==> src/rtl/pbus_pkg.sv <==
package pbus_pkg;
  localparam int unsigned CFG_FIELDS = 4;

  typedef enum logic [1:0] {
    CFG_SETUP = 2'd0,
    CFG_WIDTH = 2'd1,
    CFG_HOLD  = 2'd2,
    CFG_RECOV = 2'd3
  } cfg_sel_e;

  typedef enum logic [1:0] {
    PH_IDLE   = 2'd0,
    PH_SETUP  = 2'd1,
    PH_STROBE = 2'd2,
    PH_HOLD   = 2'd3
  } phase_e;
endpackage

==> src/rtl/pbus_timing_regs.sv <==
module pbus_timing_regs #(
  parameter int unsigned CNT_W     = 4,
  parameter int unsigned DEF_SETUP = 1,
  parameter int unsigned DEF_WIDTH = 2,
  parameter int unsigned DEF_HOLD  = 1,
  parameter int unsigned DEF_RECOV = 2
) (
  input  logic             clk_i,
  input  logic             rst_ni,
  input  logic             idle_i,
  input  logic             we_i,
  input  logic [1:0]       sel_i,
  input  logic [CNT_W-1:0] data_i,
  output logic [CNT_W-1:0] setup_o,
  output logic [CNT_W-1:0] width_o,
  output logic [CNT_W-1:0] hold_o,
  output logic [CNT_W-1:0] recov_o
);
  import pbus_pkg::*;

  localparam logic [CFG_FIELDS*CNT_W-1:0] DEF_PACK = {
    CNT_W'(DEF_RECOV), CNT_W'(DEF_HOLD), CNT_W'(DEF_WIDTH), CNT_W'(DEF_SETUP)
  };

  logic [CNT_W-1:0] field_q [CFG_FIELDS];

  for (genvar g = 0; g < CFG_FIELDS; g++) begin : g_field
    localparam logic [1:0] IDX = 2'(g);
    always_ff @(posedge clk_i or negedge rst_ni) begin
      if (!rst_ni)                              field_q[g] <= DEF_PACK[g*CNT_W +: CNT_W];
      else if (we_i && idle_i && sel_i == IDX)  field_q[g] <= data_i;
    end

    AST_CFG_BUSY_IGNORED: assert property (@(posedge clk_i) disable iff (!rst_ni)
      (we_i && !idle_i) |=> $stable(field_q[g]));
  end

  assign setup_o = field_q[CFG_SETUP];
  assign width_o = field_q[CFG_WIDTH];
  assign hold_o  = field_q[CFG_HOLD];
  assign recov_o = field_q[CFG_RECOV];
endmodule

==> src/rtl/pbus_phase_ctrl.sv <==
module pbus_phase_ctrl #(
  parameter int unsigned CNT_W = 4
) (
  input  logic             clk_i,
  input  logic             rst_ni,
  input  logic             start_i,
  input  logic [CNT_W-1:0] setup_i,
  input  logic [CNT_W-1:0] width_i,
  input  logic [CNT_W-1:0] hold_i,
  input  logic [CNT_W-1:0] recov_i,
  input  logic             rdy_i,
  output pbus_pkg::phase_e phase_o,
  output logic             strobe_end_o,
  output logic             done_o
);
  import pbus_pkg::*;

  localparam logic [CNT_W-1:0] ONE   = CNT_W'(1);
  localparam int unsigned      LEN_W = CNT_W + 2;

  phase_e           phase_q, phase_d;
  logic [CNT_W-1:0] cnt_q, cnt_d;
  logic [CNT_W-1:0] rec_q, rec_d;
  logic [CNT_W-1:0] width_q, hold_q, recov_q;
  logic [CNT_W-1:0] width_eff;
  logic             done_q, done_d;
  logic             strobe_end;
  logic             rec_ok;

  // zero width still yields one strobe clock
  assign width_eff = (width_i == '0) ? ONE : width_i;
  assign rec_ok    = (rec_q <= ONE);

  always_comb begin
    phase_d    = phase_q;
    cnt_d      = cnt_q;
    done_d     = 1'b0;
    strobe_end = 1'b0;
    unique case (phase_q)
      PH_IDLE: begin
        if (start_i) begin
          if (setup_i == '0 && rec_ok) begin
            phase_d = PH_STROBE;
            cnt_d   = width_eff;
          end else begin
            phase_d = PH_SETUP;
            cnt_d   = setup_i;
          end
        end
      end
      PH_SETUP: begin
        if (cnt_q <= ONE && rec_ok) begin
          phase_d = PH_STROBE;
          cnt_d   = width_q;
        end else if (cnt_q > ONE) begin
          cnt_d = cnt_q - ONE;
        end
      end
      PH_STROBE: begin
        if (cnt_q > ONE) begin
          cnt_d = cnt_q - ONE;
        end else if (rdy_i) begin
          strobe_end = 1'b1;
          if (hold_q == '0) begin
            phase_d = PH_IDLE;
            done_d  = 1'b1;
          end else begin
            phase_d = PH_HOLD;
            cnt_d   = hold_q;
          end
        end
      end
      PH_HOLD: begin
        if (cnt_q <= ONE) begin
          phase_d = PH_IDLE;
          done_d  = 1'b1;
        end else begin
          cnt_d = cnt_q - ONE;
        end
      end
      default: phase_d = PH_IDLE;
    endcase
  end

  // recovery timer runs across transfers
  always_comb begin
    if (strobe_end)        rec_d = recov_q;
    else if (rec_q != '0)  rec_d = rec_q - ONE;
    else                   rec_d = rec_q;
  end

  always_ff @(posedge clk_i or negedge rst_ni) begin
    if (!rst_ni) begin
      phase_q <= PH_IDLE;
      cnt_q   <= '0;
      rec_q   <= '0;
      done_q  <= 1'b0;
      width_q <= ONE;
      hold_q  <= '0;
      recov_q <= '0;
    end else begin
      phase_q <= phase_d;
      cnt_q   <= cnt_d;
      rec_q   <= rec_d;
      done_q  <= done_d;
      if (start_i) begin
        width_q <= width_eff;
        hold_q  <= hold_i;
        recov_q <= recov_i;
      end
    end
  end

  assign phase_o      = phase_q;
  assign strobe_end_o = strobe_end;
  assign done_o       = done_q;

  // checker counters
  logic [LEN_W-1:0] len_q, gap_q;
  logic [CNT_W-1:0] prev_rec_q;
  always_ff @(posedge clk_i or negedge rst_ni) begin
    if (!rst_ni) begin
      len_q      <= '0;
      gap_q      <= '1;
      prev_rec_q <= '0;
    end else begin
      if (phase_q == PH_STROBE) len_q <= (len_q == '1) ? len_q : len_q + 1'b1;
      else                      len_q <= '0;
      if (strobe_end) begin
        gap_q      <= '0;
        prev_rec_q <= recov_q;
      end else if (gap_q != '1) begin
        gap_q <= gap_q + 1'b1;
      end
    end
  end

  AST_WIDTH_MIN: assert property (@(posedge clk_i) disable iff (!rst_ni)
    strobe_end |-> (len_q + 1'b1 >= LEN_W'(width_q)));
  AST_RECOV_GAP: assert property (@(posedge clk_i) disable iff (!rst_ni)
    (phase_d == PH_STROBE && phase_q != PH_STROBE) |-> (gap_q + 1'b1 >= LEN_W'(prev_rec_q)));
  AST_DONE_PULSE: assert property (@(posedge clk_i) disable iff (!rst_ni)
    done_o |=> !done_o);
  AST_DONE_IDLE: assert property (@(posedge clk_i) disable iff (!rst_ni)
    done_o |-> phase_q == PH_IDLE);
endmodule

==> src/rtl/pbus_pin_drive.sv <==
module pbus_pin_drive #(
  parameter int unsigned ADDR_W = 8,
  parameter int unsigned DATA_W = 8,
  parameter int unsigned CS_N   = 8,
  parameter int unsigned DMA_N  = 4,
  localparam int unsigned SEL_W = $clog2(CS_N),
  localparam int unsigned DMA_W = $clog2(DMA_N)
) (
  input  logic              clk_i,
  input  logic              rst_ni,
  input  logic              start_i,
  input  pbus_pkg::phase_e  phase_i,
  input  logic              strobe_end_i,
  input  logic              write_i,
  input  logic              dma_i,
  input  logic              last_i,
  input  logic [SEL_W-1:0]  sel_i,
  input  logic [ADDR_W-1:0] addr_i,
  input  logic [DATA_W-1:0] wdata_i,
  input  logic [DATA_W-1:0] bus_d_i,
  output logic [ADDR_W-1:0] bus_a_o,
  output logic [DATA_W-1:0] bus_d_o,
  output logic              bus_d_oe_o,
  output logic              bus_rd_no,
  output logic              bus_wr_no,
  output logic [CS_N-1:0]   bus_cs_no,
  output logic [DMA_N-1:0]  bus_dack_no,
  output logic              bus_tc_o,
  output logic [DATA_W-1:0] rdata_o
);
  import pbus_pkg::*;

  logic              write_q, dma_q, last_q;
  logic [SEL_W-1:0]  sel_q;
  logic [ADDR_W-1:0] addr_q;
  logic [DATA_W-1:0] wdata_q, rdata_q;
  logic              sel_act, strobe_act;

  always_ff @(posedge clk_i or negedge rst_ni) begin
    if (!rst_ni) begin
      write_q <= 1'b0;
      dma_q   <= 1'b0;
      last_q  <= 1'b0;
      sel_q   <= '0;
      addr_q  <= '0;
      wdata_q <= '0;
    end else if (start_i) begin
      write_q <= write_i;
      dma_q   <= dma_i;
      last_q  <= last_i;
      sel_q   <= sel_i;
      addr_q  <= addr_i;
      wdata_q <= wdata_i;
    end
  end

  always_ff @(posedge clk_i or negedge rst_ni) begin
    if (!rst_ni)                       rdata_q <= '0;
    else if (strobe_end_i && !write_q) rdata_q <= bus_d_i;
  end

  assign sel_act    = (phase_i != PH_IDLE);
  assign strobe_act = (phase_i == PH_STROBE);

  for (genvar g = 0; g < CS_N; g++) begin : g_cs
    localparam logic [SEL_W-1:0] IDX = SEL_W'(g);
    assign bus_cs_no[g] = !(sel_act && !dma_q && sel_q == IDX);
  end

  for (genvar g = 0; g < DMA_N; g++) begin : g_dack
    localparam logic [DMA_W-1:0] IDX = DMA_W'(g);
    assign bus_dack_no[g] = !(sel_act && dma_q && sel_q[DMA_W-1:0] == IDX);
  end

  assign bus_rd_no  = !(strobe_act && !write_q);
  assign bus_wr_no  = !(strobe_act && write_q);
  assign bus_d_oe_o = sel_act && write_q;
  assign bus_d_o    = wdata_q;
  assign bus_a_o    = addr_q;
  assign bus_tc_o   = sel_act && dma_q && last_q;
  assign rdata_o    = rdata_q;

  AST_ONE_SELECT: assert property (@(posedge clk_i) disable iff (!rst_ni)
    $onehot0({~bus_cs_no, ~bus_dack_no}));
  AST_STROBE_EXCL: assert property (@(posedge clk_i) disable iff (!rst_ni)
    !(!bus_rd_no && !bus_wr_no));
  AST_STROBE_SELECTED: assert property (@(posedge clk_i) disable iff (!rst_ni)
    (!bus_rd_no || !bus_wr_no) |-> ($countones({~bus_cs_no, ~bus_dack_no}) == 1));
  AST_PINS_STABLE: assert property (@(posedge clk_i) disable iff (!rst_ni)
    (sel_act && $past(sel_act)) |-> ($stable(bus_cs_no) && $stable(bus_dack_no)
      && $stable(bus_a_o) && $stable(bus_d_o) && $stable(bus_tc_o)));
  AST_TC_DMA_ONLY: assert property (@(posedge clk_i) disable iff (!rst_ni)
    bus_tc_o |-> (bus_dack_no != '1));
endmodule

==> src/rtl/pbus_seq.sv <==
module pbus_seq #(
  parameter int unsigned ADDR_W    = 8,
  parameter int unsigned DATA_W    = 8,
  parameter int unsigned CS_N      = 8,
  parameter int unsigned DMA_N     = 4,
  parameter int unsigned CNT_W     = 4,
  parameter int unsigned DEF_SETUP = 1,
  parameter int unsigned DEF_WIDTH = 2,
  parameter int unsigned DEF_HOLD  = 1,
  parameter int unsigned DEF_RECOV = 2,
  localparam int unsigned SEL_W    = $clog2(CS_N)
) (
  input  logic              clk_i,
  input  logic              rst_ni,
  input  logic              cfg_we_i,
  input  logic [1:0]        cfg_sel_i,
  input  logic [CNT_W-1:0]  cfg_data_i,
  input  logic              req_valid_i,
  output logic              req_ready_o,
  input  logic              req_write_i,
  input  logic              req_dma_i,
  input  logic              req_last_i,
  input  logic [SEL_W-1:0]  req_sel_i,
  input  logic [ADDR_W-1:0] req_addr_i,
  input  logic [DATA_W-1:0] req_wdata_i,
  output logic              done_o,
  output logic [DATA_W-1:0] rdata_o,
  output logic [ADDR_W-1:0] bus_a_o,
  output logic [DATA_W-1:0] bus_d_o,
  output logic              bus_d_oe_o,
  input  logic [DATA_W-1:0] bus_d_i,
  output logic              bus_rd_no,
  output logic              bus_wr_no,
  output logic [CS_N-1:0]   bus_cs_no,
  output logic [DMA_N-1:0]  bus_dack_no,
  output logic              bus_tc_o,
  input  logic              bus_rdy_i
);
  import pbus_pkg::*;

  phase_e           phase;
  logic             idle, start, strobe_end;
  logic [CNT_W-1:0] t_setup, t_width, t_hold, t_recov;

  assign idle        = (phase == PH_IDLE);
  assign start       = req_valid_i && idle;
  assign req_ready_o = idle;

  pbus_timing_regs #(
    .CNT_W(CNT_W), .DEF_SETUP(DEF_SETUP), .DEF_WIDTH(DEF_WIDTH),
    .DEF_HOLD(DEF_HOLD), .DEF_RECOV(DEF_RECOV)
  ) i_regs (
    .clk_i, .rst_ni,
    .idle_i (idle),
    .we_i   (cfg_we_i),
    .sel_i  (cfg_sel_i),
    .data_i (cfg_data_i),
    .setup_o(t_setup),
    .width_o(t_width),
    .hold_o (t_hold),
    .recov_o(t_recov)
  );

  pbus_phase_ctrl #(.CNT_W(CNT_W)) i_phase (
    .clk_i, .rst_ni,
    .start_i     (start),
    .setup_i     (t_setup),
    .width_i     (t_width),
    .hold_i      (t_hold),
    .recov_i     (t_recov),
    .rdy_i       (bus_rdy_i),
    .phase_o     (phase),
    .strobe_end_o(strobe_end),
    .done_o      (done_o)
  );

  pbus_pin_drive #(
    .ADDR_W(ADDR_W), .DATA_W(DATA_W), .CS_N(CS_N), .DMA_N(DMA_N)
  ) i_pins (
    .clk_i, .rst_ni,
    .start_i     (start),
    .phase_i     (phase),
    .strobe_end_i(strobe_end),
    .write_i     (req_write_i),
    .dma_i       (req_dma_i),
    .last_i      (req_last_i),
    .sel_i       (req_sel_i),
    .addr_i      (req_addr_i),
    .wdata_i     (req_wdata_i),
    .bus_d_i     (bus_d_i),
    .bus_a_o     (bus_a_o),
    .bus_d_o     (bus_d_o),
    .bus_d_oe_o  (bus_d_oe_o),
    .bus_rd_no   (bus_rd_no),
    .bus_wr_no   (bus_wr_no),
    .bus_cs_no   (bus_cs_no),
    .bus_dack_no (bus_dack_no),
    .bus_tc_o    (bus_tc_o),
    .rdata_o     (rdata_o)
  );

  AST_READY_HELD_BUSY: assert property (@(posedge clk_i) disable iff (!rst_ni)
    start |=> !req_ready_o);
endmodule

==> config.mk <==
export PLATFORM = sky130hd
export DESIGN_NAME = pbus_seq
export DESIGN_NICKNAME = d
export VERILOG_FILES = /design/src/rtl/pbus_pkg.sv /design/src/rtl/pbus_timing_regs.sv /design/src/rtl/pbus_phase_ctrl.sv /design/src/rtl/pbus_pin_drive.sv /design/src/rtl/pbus_seq.sv
export SDC_FILE = /design/constraint.sdc
export NUM_CORES = 1
export LEC_CHECK = 0
export BUFFER_PORTS_ARGS = -buffer_cell sky130_fd_sc_hd__buf_2
export CAP_MARGIN = 20
export CORE_MARGIN = 2
export CORE_UTILIZATION = 45
export CTS_CLUSTER_SIZE = 10
export DETAILED_ROUTE_END_ITERATION = 8
export GPL_TIMING_DRIVEN = 0
export PLACE_DENSITY = 0.76
export SYNTH_ARGS = -nofsm -noshare
export SYNTH_HDL_FRONTEND = slang
export SYNTH_HIERARCHICAL = 1
export SYNTH_SLANG_ARGS = --single-unit
==> constraint.sdc <==
create_clock -name clk_i -period 4.67 [get_ports clk_i]
set_input_delay 0.2335 -clock clk_i [delete_from_list [all_inputs] [get_ports clk_i]]
set_output_delay 0.2335 -clock clk_i [all_outputs]
set_load 0.02 [all_outputs]
-- Word-level counts from Yosys, hierarchy flattened
Index checks and enable logic that the tools add are counted.
- flip-flop bits (word level): 69
- latch bits: 0
- memory bits (writable): 0
- bits in read-only memories: 0
- word-level logic and storage cells: 131
- memories: 0
- $add $sub $neg: 2
- $mul: 0
- divide/modulo/power cells: 0
- $lt $le $gt $ge: 3
- eq/ne operators: 25
- shift operators: 0
- mux-type cells: 28
- bitwise logic cells: 0
- reductions and logical operators: 55
- operators by type and width (cell ; number):
    $mux 4 ; 11
    $logic_and 1x1->1 ; 27
    $logic_not 1->1 ; 16
    $pmux 4 s4 ; 1
    $mux 2 ; 7
    $eq 2x2->1 const B ; 6
    $eq 3x3->1 const B ; 4
    $logic_not 4->1 ; 3
    $reduce_and 5->1 ; 2
    $le 4x1->1 const B ; 2
    $pmux 2 s4 ; 1
    $sub 4x1->4 const B ; 2
    $mux 1 ; 7
    $eq 2x1->1 const B ; 3
    $eq 3x2->1 const B ; 2
    $logic_not 2->1 ; 3
    $ne 2x1->1 const B ; 3
    $ne 2x2->1 const B ; 3
    $ne 3x3->1 const B ; 2
    $gt 4x1->1 const B ; 1
    $reduce_bool 2->1 ; 2
    $reduce_bool 4->1 ; 1
    $eq 3x1->1 const B ; 1
    $logic_not 3->1 ; 1
    other kinds (2) ; 2

-- Depth between registers and ports, before layout
- depth after elaboration: 5
- depth in mapped cells: 9

-- By module
The synthesis kept the hierarchy.
- by module, submodules not included (module ; times used ; cells an instance ; area an instance (um^2)):
    pbus_phase_ctrl ; 1 ; 141 ; 1417.6
    pbus_pin_drive ; 1 ; 88 ; 1288.7
    pbus_timing_regs ; 1 ; 36 ; 625.6
    pbus_seq ; 1 ; 2 ; 16.3

-- Worst setup path after synthesis
Ideal clock, no wire load.
- kind: reg-to-reg
- start point: register i_phase.cnt_q[0]
- end point: register i_pins.rdata_q[0], in the netlist i_pins/rdata_o[0]
- library setup time: 125 ps
- data arrival time: 1926 ps
- data required time: 4545 ps
- path slack: 2618 ps
- cell stages (with the launch flop): 10
- path buffers: 2
- clock period less this slack: 2052 ps
- cell sequence: dfrtp_1 -> inv_1 -> ha_1 -> or2_1 -> clkbuf_1 -> nand2_1 -> nor2_2 -> nor2b_1 -> buf_6 -> mux2_4
- cells in the longest elaborated chain, start to end: 4
- RTL lines (item ; line ; RTL):
    from (decl) ; pbus_phase_ctrl.sv:22 ; logic [CNT_W-1:0] cnt_q, cnt_d;
    from (signal assigned) ; pbus_phase_ctrl.sv:103 ; cnt_q <= cnt_d;
    $gt 4x1->1 ; pbus_phase_ctrl.sv:60 ; if (cnt_q > ONE) begin
    $mux 1 ; pbus_phase_ctrl.sv:60 ;
    $mux 1 ; pbus_phase_ctrl.sv:39 ; unique case (phase_q)
    via strobe_end ; pbus_seq.sv:42 ; logic idle, start, strobe_end;
    $logic_and 1x1->1 ; pbus_pin_drive.sv:59 ; else if (strobe_end_i && !write_q) rdata_q <= bus_d_i;
    to (signal assigned) ; pbus_pin_drive.sv:59 ;
    to (decl) ; pbus_pin_drive.sv:36 ; logic [DATA_W-1:0] wdata_q, rdata_q;
The timed path passes the listed nets, and every way through them passes these cells.
A chain may end at the register's enable or synchronous reset.

-- Final worst setup path
- start point: register i_phase.cnt_q[0]
- end point: register i_pins.rdata_q[2], in the netlist i_pins/rdata_o[2]
Same word-level chain as after synthesis.

==> run_results.csv <==
group,metric,value,unit
status,outcome,"finished, violations left",
status,failed_checks,"hold timing",
detailed_routing,wl_per_cell,14.81,um
setup_path,critPathCaptureType,"flop",
final_layout,nets,406,
worst_hold_path,worstHoldPathType,"input pin to asynchronous set/reset pin",
timing,finalClockSkew,9.326,ps
cts,clock_latency,340,ps
detailed_routing,wl,6858,um
cts,htree_levels,3,
die,initial_core_util,46.41,%
power,clkPwrFrac,16.1,%
final_layout,postLayoutCellArea,4094,sq um
die,num_rows,31,
timing,fin_crit,2388,ps
global_route,grt_pass1_vias,2336,
place,dpl_cell_area,3885,sq um
timing,finalHoldViolations,11,
power,ir_drop,0.2675,mV
power,pwr-share-comb,47.4,%
timing,tightest_slew,845.8,ps
timing,fin_tns_setup,0,ps
timing,finalCritPeriodShare,51.14,%
detailed_routing,ant_nets,0,
cts,postCtsSetupBuffers,0,
power,swShare,39.16,%
yosys,syn-num-nets,313,
flow_run,cap_violations,0,
global_route,grt_antenna_before_repair,0,
yosys,synth_ff_type,"dfrtp_1",
timing,whs,-10.11,ps
power,pwr_density_cell,760.7,nW/um^2
power,intPower,1.895,mW
detailed_routing,drtPass1Iterations,4,
power,p_leak,1.827,nW
cts,cts_buffers,9,
final_layout,syn_to_final_growth,22.27,%
cts,clockBufferDepth,2,
yosys,synth_area_leaders,"dfrtp_1, mux2_2, dfstp_2",
die,fp.coreArea,7214,sq um
yosys,synth_cells,267,
detailed_routing,drt-vias-per-instance,5.253,
die,die-area,8147,sq um
timing,finalSetupViolations,0,
detailed_routing,vias,2432,
setup_path,start_kind,"flop",
yosys,synth_warnings,6,
global_route,grt_first_pass_wirelength,11330,um
yosys,yosysTopAreaCell,"dfrtp_1",
detailed_routing,drc,0,
power,p_switching,1.220,mW
global_route,grt_usage,17.59,%
cts,cts-resized-gates,0,
yosys,synth_top_cell_area_share,47.83,%
place,io_buffers,82,
cts,clock-root-buffer,"clkbuf_8",
final_layout,utilization,56.75,%
place,routabilityCongestion,0.9841,
die,io_pins,83,
timing,rsz0062_at_grt,"no",
yosys,ys_types,54,
cts,clk_pin_slew,70,ps
global_route,gr-total-overflow,0,
setup_path,critPathArrivalTime,2600,ps
detailed_routing,drtIter0Drc,121,
cts,cts_tree,"yes",
final_layout,drive_gt1_share,49.73,%
global_route,grt_max_degree,70,
yosys,yosysSeqAreaShare,51.76,%
yosys,syn_avg_cell_area,12.54,sq um
yosys,synth-edff-count,0,
setup_path,required,4880,ps
final_layout,antenna_cells,0,
yosys,ys_ff_latch,69,
yosys,synth.cell_area,3348,sq um
timing,slew_viol_final,0,
power,pwr-share-seq,36.6,%
cts,cts_sinks,69,
final_layout,fillers,641,
cts,hold_buffers,0,
timing,relSlewSlack,43.61,%
power,p_total,3.114,mW
die,die_w,90.26,um
yosys,synthArstFlopShare,100.0,%
timing,max_clock_freq,418.7,MHz
place,dp_hpwl,5108,um
setup_path,criticalPathCategory,"flop to flop",
die,die_y,90.26,um
setup_path,crit_fanout,8,
-- cell type report --
type	count	area, sq um	area share, %
well taps	99	123.9	3.026
flip-flops and latches	69	1733	42.33
clock buffers	12	165.2	4.034
repair buffers	82	412.9	10.09
plain buffers	11	60.06	1.467
multi-input cells	181	1533	37.44
clock inverters	3	43.79	1.070
inverters	6	22.52	0.5501
-- cell families (layout without fill, tap and decap cells) --
family	after synthesis	count (layout)	synth area share (%)
flops	69	69	51.76
compound gates	41	41	9.492
buf+inv	17	114	2.466
mux	62	62	21.75
xor+xnor	3	3	0.7849
fa+ha+maj	5	5	1.868
simple gates	70	70	11.88
-- cells in the final DEF (no fill, tap or decap), types with 3 or more instances in the layout --
cell      Yosys  routed
clkbuf_8      0      12
nor3_1        7       7
a21oi_1       7       7
o221ai_1      3       3
nand3_1       5       5
dfrtp_1      64      64
nand4_1       3       3
nor2_1       13      13
o211ai_1      3       3
nor2b_1       3       3
xnor2_1       3       3
ha_1          5       5
o21a_1        3       3
dfstp_2       5       5
inv_1         6       6
buf_2         3      84
buf_4         2       3
mux2_4        8       8
clkbuf_1      5       5
nand2_1      14      14
o21ai_0       3       3
nand4b_1      4       4
mux2_2       54      54
-- power groups by stage --
stage	clock network [mW]	registers, mW	logic [mW]
after global routing	0.538	1.18	1.61
after floorplan	0	1.22	0.985
after CTS	0.513	1.14	1.48
after detailed placement	0	1.15	1.47
after global placement	0	1.13	1.43
final	0.501	1.14	1.47
-- critical path: stages, from the launching register on --
cell and delay [ps]:
dfrtp_1 440, inv_1 80, ha_1 200, or2_1 110, clkbuf_1 280, nand2_1 160
nor2_2 310, nor2b_1 200, buf_6 170, mux2_4 310
-- metal layers --
metal,up-vias,track usage (%),share of wire [%]
li1,1163,-,-
met3,13,3.422,5.4
met1,1173,23.64,45
met2,83,27.51,47
met5,-,0,0
met4,0,8.462,2.1
-- path summary, 6_finish.rpt --
check / slack (ps) / endpoint / from / depth (start not counted)
setup / recovery: 2280 / i_pins/rdata_o[2] / i_phase/cnt_q[0] / 9
hold / removal: -10 / i_pins/rdata_o[0] / rst_ni / 1
setup reg to reg: 2280 / i_pins/rdata_o[2] / i_phase/cnt_q[0] / 9
hold reg to reg: 490 / i_phase/rec_q[0] / i_phase/recov_q[0] / 2
max in group asynchronous: 4130 / i_regs/hold_o[2] / rst_ni / 1
min in group clk_i: 120 / i_pins/bus_d_o[0] / req_wdata_i[0] / 2
-- per-stage QoR --
stage          std cells  worst slack [ps]
2_1_floorplan        267              2618
3_3_place_gp         448              2330
3_5_place_dp         448              2312
4_1_cts              463              2288
5_1_grt              463              2131
6_report             463              2282
-- sequential cells by signal (all words and copies together) (netlist names), 3 cells and up --
signal and cells:
i_regs/setup_o 4, i_phase/rec_q 4, i_phase/width_q 4, i_regs/recov_o 4, i_regs/hold_o 4, i_pins/bus_d_o 8, i_phase/cnt_q 4, i_phase/hold_q 4
i_regs/width_o 4, i_phase/recov_q 4, i_pins/bus_a_o 8, i_pins/sel_q 3, i_pins/rdata_o 8
-- synthesized netlist by cell type, types with 4 or more instances --
cell type and count:
clkbuf_1 5, nor2_1 13, mux2_2 54, nand2_1 14, dfrtp_1 64, nand3_1 5
nor3_1 7, ha_1 5, inv_1 6, a21oi_1 7, nand4b_1 4, mux2_4 8
dfstp_2 5
Note: power is estimated with default switching activity, not from simulation.
